--- src/rtl/ifp_pkg.sv ---
package ifp_pkg;
  localparam int unsigned BYTE_W   = 8;
  localparam int unsigned FLAG_LSB = 4;
  localparam logic [BYTE_W-1:0] SWI_OPCODE = 8'h01;

  function automatic int unsigned bytes_for(input int unsigned width);
    return (width + BYTE_W - 1) / BYTE_W;
  endfunction
endpackage

--- src/rtl/ifp_regs.sv ---
module ifp_regs
  import ifp_pkg::*;
#(
  parameter int unsigned ADDR_W = 24,
  parameter int unsigned NUM_CH = 2,
  parameter int unsigned CFG_AW = 3
) (
  input  logic                           clk,
  input  logic                           rst_n,
  input  logic                           cfg_we,
  input  logic [CFG_AW-1:0]              cfg_addr,
  input  logic [BYTE_W-1:0]              cfg_wdata,
  output logic [BYTE_W-1:0]              cfg_rdata,
  input  logic [NUM_CH-1:0]              acc_hit,
  output logic [NUM_CH-1:0][ADDR_W-1:0]  det_addr,
  output logic [NUM_CH-1:0]              ch_en,
  output logic [NUM_CH-1:0]              ch_flag
);
  localparam int unsigned NB     = bytes_for(ADDR_W);
  localparam int unsigned NBYTES = NB * NUM_CH;
  localparam int unsigned CTL    = NBYTES;

  logic [NBYTES*BYTE_W-1:0] bytes_q;
  logic [NUM_CH-1:0]        en_q, flag_q, clr;
  logic                     ctl_wr;

  assign ctl_wr = cfg_we && (cfg_addr == CFG_AW'(CTL));
  assign clr    = ctl_wr ? cfg_wdata[FLAG_LSB +: NUM_CH] : '0;

  always_ff @(posedge clk or negedge rst_n) begin
    if (!rst_n) begin
      bytes_q <= '0;
    end else if (cfg_we) begin
      for (int k = 0; k < NBYTES; k++) begin
        if (cfg_addr == CFG_AW'(k)) bytes_q[k*BYTE_W +: BYTE_W] <= cfg_wdata;
      end
    end
  end

  always_ff @(posedge clk or negedge rst_n) begin
    if (!rst_n) begin
      en_q   <= '0;
      flag_q <= '0;
    end else begin
      if (ctl_wr) en_q <= cfg_wdata[NUM_CH-1:0];
      flag_q <= (flag_q & ~clr) | acc_hit;
    end
  end

  generate
    for (genvar c = 0; c < NUM_CH; c++) begin : g_map
      assign det_addr[c] = bytes_q[c*NB*BYTE_W +: ADDR_W];

      // a flag only rises after an accepted hit on an enabled channel
      a_r5_flag_needs_en: assert property (@(posedge clk) disable iff (!rst_n)
        $rose(flag_q[c]) |-> $past(en_q[c]));
      // a flag holds unless a clear was written
      a_r8_sticky: assert property (@(posedge clk) disable iff (!rst_n)
        ($past(flag_q[c]) && !$past(clr[c])) |-> flag_q[c]);
      // a clear without a simultaneous hit drops the flag
      a_r8_clear: assert property (@(posedge clk) disable iff (!rst_n)
        ($past(clr[c]) && !$past(acc_hit[c])) |-> !flag_q[c]);
    end
  endgenerate

  assign ch_en   = en_q;
  assign ch_flag = flag_q;

  always_comb begin
    cfg_rdata = '0;
    for (int k = 0; k < NBYTES; k++) begin
      if (cfg_addr == CFG_AW'(k)) cfg_rdata = bytes_q[k*BYTE_W +: BYTE_W];
    end
    if (cfg_addr == CFG_AW'(CTL)) begin
      cfg_rdata[NUM_CH-1:0]          = en_q;
      cfg_rdata[FLAG_LSB +: NUM_CH]  = flag_q;
    end
  end
endmodule

--- src/rtl/ifp_cmp.sv ---
module ifp_cmp #(
  parameter int unsigned          ADDR_W    = 24,
  parameter logic [ADDR_W-1:0]    ROM_BASE  = 'hFF0000,
  parameter logic [ADDR_W-1:0]    ROM_LIMIT = 'hFFFFFF
) (
  input  logic              fch_valid,
  input  logic [ADDR_W-1:0] fch_addr,
  input  logic [ADDR_W-1:0] det_addr,
  input  logic              en,
  output logic              hit
);
  logic in_win, eq;
  assign in_win = (fch_addr >= ROM_BASE) && (fch_addr <= ROM_LIMIT);
  assign eq     = (fch_addr == det_addr);
  assign hit    = fch_valid && en && eq && in_win;
endmodule

--- src/rtl/ifp_subst.sv ---
module ifp_subst
  import ifp_pkg::*;
#(
  parameter logic [BYTE_W-1:0] OPCODE = SWI_OPCODE
) (
  input  logic              any_hit,
  input  logic [BYTE_W-1:0] rom_rdata,
  output logic [BYTE_W-1:0] fch_rdata
);
  assign fch_rdata = any_hit ? OPCODE : rom_rdata;
endmodule

--- src/rtl/ifp_patch_unit.sv ---
module ifp_patch_unit
  import ifp_pkg::*;
#(
  parameter int unsigned       ADDR_W    = 24,
  parameter int unsigned       NUM_CH    = 2,
  parameter logic [ADDR_W-1:0] ROM_BASE  = 'hFF0000,
  parameter logic [ADDR_W-1:0] ROM_LIMIT = 'hFFFFFF,
  localparam int unsigned      CFG_AW    = $clog2(bytes_for(ADDR_W) * NUM_CH + 1)
) (
  input  logic              clk,
  input  logic              rst_n,
  input  logic              cfg_we,
  input  logic [CFG_AW-1:0] cfg_addr,
  input  logic [7:0]        cfg_wdata,
  output logic [7:0]        cfg_rdata,
  input  logic              fch_valid,
  input  logic              fch_ready,
  input  logic [ADDR_W-1:0] fch_addr,
  input  logic [7:0]        rom_rdata,
  output logic [7:0]        fch_rdata,
  output logic              patch_hit,
  output logic              irq
);
  logic [NUM_CH-1:0][ADDR_W-1:0] det_addr;
  logic [NUM_CH-1:0]             ch_en, ch_flag, hit_vec, acc_hit;

  ifp_regs #(.ADDR_W(ADDR_W), .NUM_CH(NUM_CH), .CFG_AW(CFG_AW)) u_regs (
    .clk(clk), .rst_n(rst_n), .cfg_we(cfg_we), .cfg_addr(cfg_addr),
    .cfg_wdata(cfg_wdata), .cfg_rdata(cfg_rdata), .acc_hit(acc_hit),
    .det_addr(det_addr), .ch_en(ch_en), .ch_flag(ch_flag)
  );

  generate
    for (genvar c = 0; c < NUM_CH; c++) begin : g_ch
      ifp_cmp #(.ADDR_W(ADDR_W), .ROM_BASE(ROM_BASE), .ROM_LIMIT(ROM_LIMIT)) u_cmp (
        .fch_valid(fch_valid), .fch_addr(fch_addr), .det_addr(det_addr[c]),
        .en(ch_en[c]), .hit(hit_vec[c])
      );
      // a flag only rises after a completed handshake
      a_r11_flag_on_handshake: assert property (@(posedge clk) disable iff (!rst_n)
        $rose(ch_flag[c]) |-> ($past(fch_ready) && $past(fch_valid)));
    end
  endgenerate

  assign acc_hit   = hit_vec & {NUM_CH{fch_ready}};
  assign patch_hit = |hit_vec;
  assign irq       = |(ch_flag & ch_en);

  ifp_subst u_subst (.any_hit(patch_hit), .rom_rdata(rom_rdata), .fch_rdata(fch_rdata));

  // any hit delivers the interrupt opcode
  a_r4_opcode: assert property (@(posedge clk) disable iff (!rst_n)
    patch_hit |-> (fch_rdata == SWI_OPCODE));
  // hits only inside the ROM window
  a_r6_window: assert property (@(posedge clk) disable iff (!rst_n)
    patch_hit |-> ((fch_addr >= ROM_BASE) && (fch_addr <= ROM_LIMIT)));
  // idle fetch port passes ROM data through
  a_r7_idle_pass: assert property (@(posedge clk) disable iff (!rst_n)
    !fch_valid |-> (!patch_hit && (fch_rdata == rom_rdata)));
endmodule

--- config.mk ---
export PLATFORM = sky130hd
export DESIGN_NAME = ifp_patch_unit
export DESIGN_NICKNAME = d
export VERILOG_FILES = /design/src/rtl/ifp_pkg.sv /design/src/rtl/ifp_regs.sv /design/src/rtl/ifp_cmp.sv /design/src/rtl/ifp_subst.sv /design/src/rtl/ifp_patch_unit.sv
export SDC_FILE = /design/constraint.sdc
export NUM_CORES = 1
export LEC_CHECK = 0
export ABC_AREA = 1
export BUFFER_PORTS_ARGS = -buffer_cell sky130_fd_sc_hd__buf_2
export CORE_MARGIN = 2
export CORE_UTILIZATION = 55
export CTS_CLUSTER_DIAMETER = 120
export DETAILED_ROUTE_END_ITERATION = 8
export HOLD_SLACK_MARGIN = 0.02
export PLACE_DENSITY = 0.78
export SETUP_SLACK_MARGIN = 0.1
export SYNTH_ARGS = -nofsm -noshare
export SYNTH_HDL_FRONTEND = slang
export SYNTH_HIERARCHICAL = 1
export SYNTH_SLANG_ARGS = --single-unit
--- constraint.sdc ---
create_clock -name clk -period 1.6 [get_ports clk]
set_clock_uncertainty 0.15 [all_clocks]
set_input_delay 0.08 -clock clk [delete_from_list [all_inputs] [get_ports clk]]
set_output_delay 0.08 -clock clk [all_outputs]
set_load 0.03 [all_outputs]
# Word-level counts from Yosys, hierarchy flattened
# Index checks and enable logic that the tools add are counted.
# word_totals
latch_bits	0
n_memories	0
reg_bits	52
mem_bits_ro	0
out_inout_bits	18
mem_bits_rw	0
input_bits	48
# op_classes
n_mux	10
n_lt_le_gt_ge	2
shift	0
n_reduce_logical	17
n_mul	0
add_sub_neg	0
bitwise_logic	5
n_div	0
n_eq_ne	8
# op_table
op	count
$mux 8	7
$eq 24x24->1	2
$ge 24x24->1 const B	1
$le 24x24->1 const B	1
$reduce_and 2->1	6
$eq 3x3->1 const B	3
$logic_and 1x1->1	8
$and 2x2->2	3
$eq 3x2->1 const B	2
$mux 2	3
$reduce_or 2->1	2
$eq 3x1->1 const B	1
$logic_not 3->1	1
$not 2->2	1
$or 2x2->2	1

# Depth between registers and ports, before layout
# logic_depth
ltp_word	8
ltp_mapped	13
ltp_nobuf	12

# Hierarchy
# The synthesis kept the hierarchy.
# modules_own_cells
module	instances	area_each_um2	cells_per_inst	seq_area_each_um2
ifp_regs	1	2374.8	279	1301.2
ifp_cmp	2	475.5	116	0.0
ifp_subst	1	95.1	18	0.0
ifp_patch_unit	1	37.5	10	0.0

# Worst setup path before layout
# No wires, ideal clock.
# synth_path
path_kind	register to output
from	reg u_regs.bytes_q[44], in the netlist u_regs/det_addr[44]
to	out fch_rdata[1]
path_buffers	1
arrival_time_ns	1.520
path_slack_ns	-0.150
path_stages_with_launch	13
path_cell_list	dfrtp_1 -> nand2_1 -> inv_1 -> nor2_1 -> nor2_1 -> nand2_1 -> nor2_1 -> nand2_1 -> nor2_2 -> inv_1 -> nand2_1 -> buf_6 -> nor2_2
# synth_between
elab_chain_len	5
# synth_rtl
item	line_no	text
start: declaration	ifp_regs.sv:23	logic [NBYTES*BYTE_W-1:0] bytes_q;
start signal: indexed assignment	ifp_regs.sv:35	if (cfg_addr == CFG_AW'(k)) bytes_q[k*BYTE_W +: BYTE_W] <= cfg_wdata;
$eq 24x24->1	ifp_cmp.sv:14	assign eq = (fch_addr == det_addr);
$logic_and 1x1->1 (2 in series)	ifp_cmp.sv:15	assign hit = fch_valid && en && eq && in_win;
net hit_vec[1]	ifp_patch_unit.sv:25	logic [NUM_CH-1:0] ch_en, ch_flag, hit_vec, acc_hit;
$reduce_or 2->1	ifp_patch_unit.sv:46	assign patch_hit = |hit_vec;
net patch_hit	ifp_patch_unit.sv:21	output logic patch_hit,
$mux 8	ifp_subst.sv:10	assign fch_rdata = any_hit ? OPCODE : rom_rdata;
end: declaration	ifp_patch_unit.sv:20	output logic [7:0] fch_rdata,
# The timed path passes the listed nets, and every way through them passes these cells.

# Final worst setup path
# layout_path
from	reg u_regs.bytes_q[12], in the netlist u_regs/det_addr[12]
to	out fch_rdata[0]
# layout_between
elab_chain_len	5
# layout_rtl
item	line_no
$eq 24x24->1	ifp_cmp.sv:14
$logic_and 1x1->1 (2 in series)	ifp_cmp.sv:15
net hit_vec[0]	ifp_patch_unit.sv:25
$reduce_or 2->1	ifp_patch_unit.sv:46
$mux 8	ifp_subst.sv:10
# The timed path passes the listed nets, and every way through them passes these cells.

==> out/results.ini <==
[setup_path]
cp-endpoint = fch_rdata[0]
slowest_stage = dfrtp_1
critPathLaunch = u_regs/det_addr[12]
crit_type = reg2out
critical_path_arrival_ns = 1.85
cp_max_fo = 5
reg2regPathDepth = 9
cp_top_family = simple AND/OR/NAND/NOR gates
critPathCaptureType = output port
reg2reg_to = u_regs/ch_flag[0]
r2r_slack_ns = 0
crit_buf_inv = 3
path_depth = 10
path_cells = xnor2_1 -> nand2_1 -> nor2_1 -> nand3_2 -> nor2_4 -> inv_2 -> nand2_8 -> inv_4 -> nand2_4 -> buf_6
start_kind = flop
r2r-start = u_regs/det_addr[12]
cp_data_required_time_ns = 1.37
critPathMaxStageDelay_ns = 0.41

[power]
leakagePower_uw = 0.002727
power.share.clock_pct = 20.8
p_seq_share_pct = 39.1
intPower_uw = 2876
irDropWorstVdd_v = 0.0006160
switching_share_pct = 35.69
p_comb_share_pct = 40.0
p_per_area_nw_per_um2 = 908.0
power_switching_uw = 1597

[cells_and_area]
nets = 732
utilization_pct = 82.23
final-instance-count-excl-fill = 760
drive_gt1_share_pct = 30.80
antenna_cells = 0
area_growth_pct = 42.44

[yosys]
yosysSeqAreaShare_pct = 37.63
syn_area_per_cell_um2 = 6.416
synth_area_um2 = 3458
async_reset_ff_share_pct = 100.0
synth-edff-count = 0
synthTopCellsByArea = dfrtp_1 38%, nand2_1 24%, inv_1 9.9%, o21ai_0 6.4%, nor2_1 5.8%
synthCells = 539
synthTopCellsByCount = 218 x nand2_1, 91 x inv_1, 53 x nor2_1
synthDistinctLibCells = 23
syn_nets = 587
yosysTopAreaCellShare_pct = 37.63
ys_ff_latch = 52
yosysWarnings = 6
synth.most_common_cell = nand2_1
synth_area_leader_cell = dfrtp_1
synth_ff_type = dfrtp_1

[grt]
grt_pass1_wl_um = 19290
overflow = 0
antenna_found_initial = 0
grt_max_degree = 37
grt_pass1_vias = 3892
grt.total_usage_pct = 35.52

[place]
post-place-ws_ns = -0.3273
dp.final_hpwl_um = 8266
dp.cells = 740
gp_congestion = 0.9920
io_buffer_count = 65

[die]
dieWidth_um = 83.30
die_area_um2 = 6938
chipHeight_um = 83.30
core_um2 = 5991
start_util_pct = 57.73
io-pin-count = 66
rows = 28

[run_status]
outcome = finished, violations left
violations = setup timing

[sta]
hold_violations = 0
relSlewSlack_pct = 69.21
finalMaxSlewViolations = 0
max_freq_mhz = 479.9
min_period_over_period_pct = 130.2
setup_viol_count_final = 15
grt_setup_unrepaired = yes
worst_pin_slew_ns = 0.4618
timing.final.crit_period_ns = 2.084
setup_ws_ns = -0.4838
fin_setup_tns_ns = -4.593

[min_path]
hold_path_class = in2reg
hp-start = cfg_wdata[1]

[detailed_routing]
post-route-drc-count = 0
vias = 4093
wire_per_inst_um = 15.98
drt_iter0_drc = 385
drt_wl_total_um = 12150
ant_nets = 0
via_per_inst = 5.386
first_pass_iters = 7

[clocking]
clk_latency_ns = 0.31
cts_buffers = 5
tritoncts = done
clock_sinks = 52
clkTransAtPathRegs_ns = 0.10
root_buffer = clkbuf_8
clk_path_buf_depth = 2
htree_levels = 2

[job]
cap_violations = 0

==> worst reg2reg max path: stages, from the launching register on <==
cell	delay (ns)
dfrtp_1	0.41
xnor2_1	0.21
nand2_1	0.07
nor2_1	0.18
nand3_2	0.13
nor2_4	0.13
nand2_1	0.07
inv_1	0.07
inv_1	0.05
nand2_1	0.07
==> worst min-delay path by stage <==
stage,to,depth (start not counted)
CTS,u_regs/det_addr[41],3
detailed placement,u_regs/det_addr[25],1
floorplan,u_regs/ch_en[0],0
global placement,u_regs/det_addr[25],1
finish,u_regs/det_addr[41],3
global route,u_regs/det_addr[40],3
==> routing by layer <==
layer | routed length (um) | vias up | track usage, % | share of wire (%)
li1 | - | 1920 | - | -
met1 | 4626 | 1837 | 46.83 | 38
met2 | 5659 | 293 | 58.28 | 47
met3 | 1431 | 43 | 6.461 | 12
met4 | 429 | 0 | 13.41 | 3.5
met5 | 0 | - | 0 | 0
==> cell usage in the layout (no fill, tap or decap), types with 2 or more instances in the layout <==
master / instances
o21ai_2: 8
dlygate4sd3_1: 6
nand3_2: 8
nor3_4: 3
nor2_1: 43
dfrtp_1: 52
buf_6: 35
nand2_4: 4
inv_2: 6
nor2_4: 10
nand2_1: 207
buf_12: 2
xnor2_1: 12
nand3_1: 7
buf_2: 47
nand4_1: 12
buf_4: 56
o211ai_1: 2
nand2_2: 10
nor2_2: 11
clkbuf_8: 5
inv_4: 2
o21ai_0: 44
inv_1: 87
==> state kept, by name, summed over array words and instances, names as in the netlist <==
register,cells
u_regs/det_addr,48
u_regs/ch_flag,2
u_regs/ch_en,2
==> power groups by stage <==
stage	sequential (uW)	clock (uW)	combinational, uW
finish	1750	932	1790
floorplan	1750	0	750
detailed placement	1760	0	1510
global placement	1740	0	1480
CTS	1740	931	1690
global route	1780	978	1940
==> through the flow <==
| step | area (um2) | hold slack (ns) | power, uW |
|---|---|---|---|
| 5_1_grt | 4926 | 0.03491 | 4702 |
| 6_report | 4926 | 0.02026 | 4473 |
| 2_1_floorplan | 3517 | -0.3656 | 2504 |
| 4_1_cts | 4840 | 0.02045 | 4360 |
| 3_5_place_dp | 4414 | -0.1057 | 3268 |
| 3_3_place_gp | 4414 | -0.1003 | 3217 |
==> what timing repair did <==
action,4_1_cts,5_1_grt
setup buffers,7,4
pin swaps,25,27
resized for setup,67,22
endpoints found under the setup margin,19,19
hold endpoints to repair,67,0
cloned,1,0
hold buffers,6,0
==> kinds of logic (layout without fill, tap and decap cells) <==
kind of cell              count (synthesis)  count (layout)  synth area share (%)
and+or+nand+nor                         317             318                 38.28
xor gates and xnor gates                 12              12                 3.039
DFF                                      52              52                 37.63
AOI/OAI and AO/OA                        54              54                 8.828
buffers and inverters                   104             249                 12.23
==> area by class of cell <==
class / instances / area [um2]
clock buffers: 6 / 72.57
multi-input cells: 384 / 1912
clock inverters: 2 / 35.03
fillers: 404 / 1065
flip-flops and latches: 52 / 1301
well taps: 75 / 93.84
repair buffers: 146 / 1150
inverters: 95 / 361.6
Power figures use the tool's default switching activity.
